<file path="config.mk">
export PLATFORM = sky130hd
export DESIGN_NAME = dmac_regfile
export DESIGN_NICKNAME = d
export VERILOG_FILES = /design/src/rtl/dmac_regfile.sv
export SDC_FILE = /design/constraint.sdc
export NUM_CORES = 1
export LEC_CHECK = 0
export BUFFER_PORTS_ARGS = -buffer_cell sky130_fd_sc_hd__buf_4
export CORE_MARGIN = 2
export CORE_UTILIZATION = 65
export CTS_BUF_LIST = sky130_fd_sc_hd__clkbuf_8
export CTS_CLUSTER_SIZE = 28
export DETAILED_ROUTE_END_ITERATION = 6
export GPL_TIMING_DRIVEN = 1
export PLACE_DENSITY = 0.87
export SKIP_CTS_REPAIR_TIMING = 1
export SLEW_MARGIN = 20
export SYNTH_ARGS = -nofsm -noshare
export SYNTH_HDL_FRONTEND = slang
export SYNTH_SLANG_ARGS = --single-unit
export TNS_END_PERCENT = 30
</file>
<file path="constraint.sdc">
create_clock -name clk -period 5.5 [get_ports clk]
set_input_delay 1.1 -clock clk [delete_from_list [all_inputs] [get_ports clk]]
set_output_delay 1.1 -clock clk [all_outputs]
set_load 0.01 [all_outputs]
</file>
<file path="src/rtl/dmac_regfile.sv">
module dmac_regfile (
  input  logic        clk,
  input  logic        rst_n,
  input  logic [3:0]  io_addr,
  input  logic [7:0]  io_wdata,
  input  logic        io_wr,
  input  logic        io_rd,
  output logic [7:0]  io_rdata,
  input  logic [3:0]  eng_step,
  input  logic [3:0]  eng_tc,
  input  logic [3:0]  eng_req,
  output logic [63:0] cur_addr,
  output logic [63:0] cur_cnt,
  output logic [23:0] ch_mode,
  output logic [3:0]  ch_mask,
  output logic        ctrl_disable
);
  localparam int NCH = 4;
  localparam int RW  = 16;
  localparam int MW  = 6;

  logic [MW-1:0] mode_q [NCH];
  logic [NCH-1:0] mask_q, tc_q;
  logic ptr_q, dis_q;

  logic reg_sel, sel_cnt, rd_act, wr_reg, rd_reg, rd_stat;
  logic [1:0] sel_ch;
  logic [RW-1:0] rd_word;

  assign reg_sel = ~io_addr[3];
  assign sel_ch  = io_addr[2:1];
  assign sel_cnt = io_addr[0];
  assign rd_act  = io_rd & ~io_wr;
  assign wr_reg  = io_wr & reg_sel;
  assign rd_reg  = rd_act & reg_sel;
  assign rd_stat = rd_act & (io_addr == 4'd8);

  always_ff @(posedge clk or negedge rst_n) begin
    if (!rst_n) begin
      ptr_q  <= 1'b0;
      dis_q  <= 1'b0;
      mask_q <= '1;
      tc_q   <= '0;
      for (int i = 0; i < NCH; i++) mode_q[i] <= '0;
    end else begin
      if (io_wr && (io_addr == 4'd12 || io_addr == 4'd13)) ptr_q <= 1'b0;
      else if (wr_reg || rd_reg)                           ptr_q <= ~ptr_q;

      if (io_wr && io_addr == 4'd8) dis_q <= io_wdata[2];

      if (io_wr && io_addr == 4'd13)      mask_q <= '1;
      else if (io_wr && io_addr == 4'd14) mask_q <= '0;
      else if (io_wr && io_addr == 4'd15) mask_q <= io_wdata[NCH-1:0];
      else if (io_wr && io_addr == 4'd10) mask_q[io_wdata[1:0]] <= io_wdata[2];

      if (io_wr && io_addr == 4'd11) mode_q[io_wdata[1:0]] <= io_wdata[7:2];

      if (io_wr && io_addr == 4'd13) tc_q <= '0;
      else                           tc_q <= (rd_stat ? '0 : tc_q) | eng_tc;
    end
  end

  for (genvar g = 0; g < NCH; g++) begin : g_ch
    logic [RW-1:0] ba_q, ca_q, bc_q, cc_q;
    logic hit_a, hit_c, reload;

    assign hit_a  = wr_reg && (sel_ch == 2'(g)) && !sel_cnt;
    assign hit_c  = wr_reg && (sel_ch == 2'(g)) &&  sel_cnt;
    assign reload = eng_tc[g] && mode_q[g][2];

    always_ff @(posedge clk or negedge rst_n) begin
      if (!rst_n) begin
        ba_q <= '0;
        ca_q <= '0;
        bc_q <= '0;
        cc_q <= '0;
      end else begin
        if (hit_a) begin
          if (ptr_q) begin
            ba_q[15:8] <= io_wdata;
            ca_q[15:8] <= io_wdata;
          end else begin
            ba_q[7:0] <= io_wdata;
            ca_q[7:0] <= io_wdata;
          end
        end else if (reload) begin
          ca_q <= ba_q;
        end else if (eng_step[g]) begin
          ca_q <= mode_q[g][3] ? ca_q - 1'b1 : ca_q + 1'b1;
        end

        if (hit_c) begin
          if (ptr_q) begin
            bc_q[15:8] <= io_wdata;
            cc_q[15:8] <= io_wdata;
          end else begin
            bc_q[7:0] <= io_wdata;
            cc_q[7:0] <= io_wdata;
          end
        end else if (reload) begin
          cc_q <= bc_q;
        end else if (eng_step[g]) begin
          cc_q <= cc_q - 1'b1;
        end
      end
    end

    assign cur_addr[g*RW +: RW] = ca_q;
    assign cur_cnt[g*RW +: RW]  = cc_q;
    assign ch_mode[g*MW +: MW]  = mode_q[g];
  end

  assign rd_word = sel_cnt ? cur_cnt[{sel_ch, 4'b0000} +: RW]
                           : cur_addr[{sel_ch, 4'b0000} +: RW];

  always_comb begin
    io_rdata = '0;
    if (rd_reg)       io_rdata = ptr_q ? rd_word[15:8] : rd_word[7:0];
    else if (rd_stat) io_rdata = {eng_req, tc_q};
  end

  assign ch_mask      = mask_q;
  assign ctrl_disable = dis_q;
endmodule

</file>
==> summary.txt <==
Power
  • Total leakage power: roughly 9.4 nW
  • Switching part of the total: between 40% and 50%
  • Pwr Density: around 530 nW/µm²
  • Comb power frac: about 44%
  • Sequential share of power: approximately 39%
  • Clock network power share: between 10% and 20%
  • Cell Int Power: about 6.3 mW
  • Net Switching: approximately 4.8 mW
  • Max IR drop VDD: between 0.3 and 0.4 mV

Run
  • Max Cap Violations: 0

Timing
  • Final Slew Violations: 0
  • Worst relative slew slack: 34.9%
  • RSZ-0062 raised after global routing: no
  • Setup violators final: 0
  • Final hold vios: 0
  • Slew @ Worst Pin: between 900 and 1000 ps
  • Skew final: 31.5 ps
  • Fmax: 235 MHz
  • Crit path time final: around 4200 ps
  • Fin Setup TNS: 0 ps
  • Final worst setup slack: approximately 1300 ps
  • Final Cycle Share: between 70% and 80%

Logic synthesis
  • Syn Inst Count: slightly below 2,000
  • Main synth FF type: dfrtp_1
  • Syn Std Cell Area: approximately 18,000 µm²
  • Synth cell types: between 80 and 90
  • Ys Warns: 0
  • FFs w/ async S/R, synth: 100%
  • Mapped Nets: 2,051
  • Mean Syn Cell Area: roughly 9.3 µm²
  • Sequential area share after synthesis: 40.0%
  • Number of flops mapped to enable cells by yosys: 0
  • FF+latch count, synth: between 200 and 300

Floorplan
  • Die H: ~170 µm
  • Die width: 171 µm
  • # IOs: between 150 and 200
  • DIE AREA: about 29,000 µm²
  • Starting Density: 65.7%
  • Row count: 61
  • Core area: 27,600 µm²

Clocking
  • CTS tree: done
  • CTS Buffer Depth: 3
  • Clock transition at path regs: around 60 ps
  • Worst skew pair latency: ~590 ps
  • CTS root buf: clkbuf_8
  • CTS buffer count: 47
  • H-tree levels: 2
  • Sinks on the clock net: 290

GRT
  • Number of global-route vias before repair: approximately 17,000
  • Global routing usage on met3: approximately 12%
  • Global route hottest layer: met2
  • First-pass GRT wire length: about 94,000 µm
  • Largest net degree at the start of global routing: just over 100
  • GRT Total Usage: a little over two fifths
  • Total gr overflow: 0
  • Met1 Use GR: between 50% and 60%
  • GR met2 Demand/Resource: between 60% and 70%
  • Initial antenna violation count: 3

Cells and area
  • Final instance area: 20,700 µm²
  • Fraction of layout cells with a size suffix above 1: between 20% and 30%
  • P&R area growth vs syn: 14.0%
  • Layout Nets: 2,184
  • Fin util: between 70% and 80%

Min path
  • HP Class: flip-flop to flip-flop

Routing
  • DRT iter0 DRCs: about 2,300
  • Mean number of vias per cell: approximately 6.9
  • DRC errors left: 0
  • Pre-Repair DR Iteration Count: 6
  • Avg WL per Cell: approximately 24 µm
  • DRT antenna net count: 0
  • Final wirelength: about 60,000 µm
  • DR vias: roughly 17,000

Setup path
  • Critical Path RT: approximately 4400 ps
  • Critical Path Source Type: input pin
  • Crit Path Class: input pin to output port
  • Endpoint class of the critical path: output port
  • Max FO, Critical Path: 48
  • Worst Reg-to-Reg Cells: 9
  • R2R Path Start: ch_mode[9]
  • Reg2reg end: g_ch[1].ca_q[15]
  • Crit path from: io_addr[1]
  • CP endpoint: io_rdata[3]
  • R2r setup slk: between 2000 and 2500 ps
  • Critical Path AT: 3150 ps

Run status
  • Result of the run: finished, final reports clean

Placement
  • Buffers on Ports: about 190
  • Placed Area: 19,700 µm²
  • Detail Placement HPWL: roughly 42,000 µm
  • GP Congestion: 1.01
  • Place WS: between 1000 and 1500 ps
[stage by stage]
stage / cells / power (mW) / hold slack, ps
final: 2512 / 11.0 / 476
after global routing: 2508 / 11.6 / 498
after CTS: 2508 / 10.8 / 478
after detailed placement: 2421 / 8.93 / 463
after global placement: 2421 / 8.73 / 458
after floorplan: 1959 / 6.87 / 445
[logic make-up (layout without fill, tap and decap cells)]
logic type,Yosys count,count (layout),synth area share (%)
other cells,0,4,0
xor+xnor,90,90,4.34
mux,160,160,12.4
fa+ha+maj,64,64,4.57
buf+inv,166,337,3.63
simple gates,593,593,14.9
compound gates,596,596,20.2
flops,290,290,40.0
[worst min-delay path by stage]
| stage | from | to | slack [ps] | depth (start not counted) |
|---|---|---|---|---|
| global route | g_ch[3].ba_q[2] | g_ch[3].ba_q[2] | 500 | 2 |
| global placement | g_ch[2].ba_q[6] | g_ch[2].ba_q[6] | 460 | 2 |
| floorplan | g_ch[2].ba_q[8] | g_ch[2].ba_q[8] | 440 | 2 |
| detailed placement | g_ch[3].ba_q[4] | g_ch[3].ba_q[4] | 460 | 2 |
| CTS | g_ch[3].ba_q[4] | g_ch[3].ba_q[4] | 480 | 2 |
| finish | ch_mask[2] | ch_mask[2] | 480 | 2 |
[cells in the final DEF (no fill, tap or decap), types with 8 or more instances in the layout]
| cell type | count |
|---|---|
| o21ai_0 | 133 |
| mux4_2 | 40 |
| a21o_1 | 34 |
| nor4_1 | 8 |
| and2_1 | 9 |
| buf_4 | 207 |
| nor3_1 | 23 |
| a211oi_1 | 57 |
| a31oi_1 | 19 |
| o22ai_1 | 15 |
| mux2_2 | 115 |
| xor2_1 | 37 |
| nand2b_1 | 12 |
| nor2_1 | 164 |
| and3_1 | 15 |
| nand2_1 | 266 |
| xnor2_1 | 53 |
| ha_1 | 60 |
| dfrtp_1 | 286 |
| clkbuf_8 | 60 |
| nor2_2 | 12 |
| o211ai_1 | 26 |
| inv_1 | 61 |
| nand3_1 | 34 |
| a21oi_1 | 165 |
| o31ai_1 | 8 |
| nor2b_1 | 10 |
| o21ai_1 | 66 |
[worst max-delay path: stages]
cell	delay, ps
buf_4	560
mux4_2	590
mux4_2	470
inv_1	70
o21ai_1	130
buf_4	210
[power groups by stage]
stage | Sequential [mW] | Clock (mW) | Combinational (mW)
floorplan | 3.74 | 0 | 3.13
global placement | 4.19 | 0 | 4.54
global route | 4.29 | 2.00 | 5.28
detailed placement | 4.19 | 0 | 4.74
CTS | 4.16 | 1.90 | 4.78
finish | 4.29 | 1.92 | 4.84
[cell usage after synthesis (all sizes together), types with 6 or more instances]
library cell	number	area, µm²
dfrtp	286	7160
nand2	267	1000
o21ai	202	1020
nor2	176	681
a21oi	167	843
mux2	116	1310
clkbuf	92	345
a211oi	60	465
ha	60	751
xnor2	53	464
inv	41	154
mux4	40	901
xor2	37	324
nand3	36	190
a21o	34	255
buf	33	160
nor3	28	165
o211ai	26	195
a31oi	19	119
nor4	16	168
and3	15	93.8
o22ai	15	93.8
nand2b	12	75.1
nor2b	10	62.6
and2	9	56.3
o31ai	9	81.3
nand3b	6	45.0
o21a	6	45.0
o21bai	6	48.8
o221ai	6	52.6
[metal layers]
layer | wire (µm) | share of wire [%]
met1 | 21600 | 35
met2 | 26300 | 43
met3 | 8610 | 14
met4 | 4740 | 7.7
met5 | 0 | 0
[layout make-up]
cell class,count,area (µm²)
Multi-Input combinational cell,1503,10200
Sequential cell,290,7260
Fill cell,1966,6930
Timing Repair Buffer,209,1590
Clock buffer,60,826
Tap cell,378,473
Inverter,41,154
Clock inverter,27,134
Antenna cell,4,10.0
[sequential cells by signal (all words and copies together) (netlist names)]
| register | flops |
|---|---|
| g_ch.ba_q | 64 |
| ch_mask | 4 |
| g_ch.ca_q | 64 |
| ch_mode | 24 |
| ptr_q | 1 |
| ctrl_disable | 1 |
| g_ch.bc_q | 64 |
| g_ch.cc_q | 64 |
| tc_q | 4 |
Note: power is estimated with default switching activity, not from simulation.
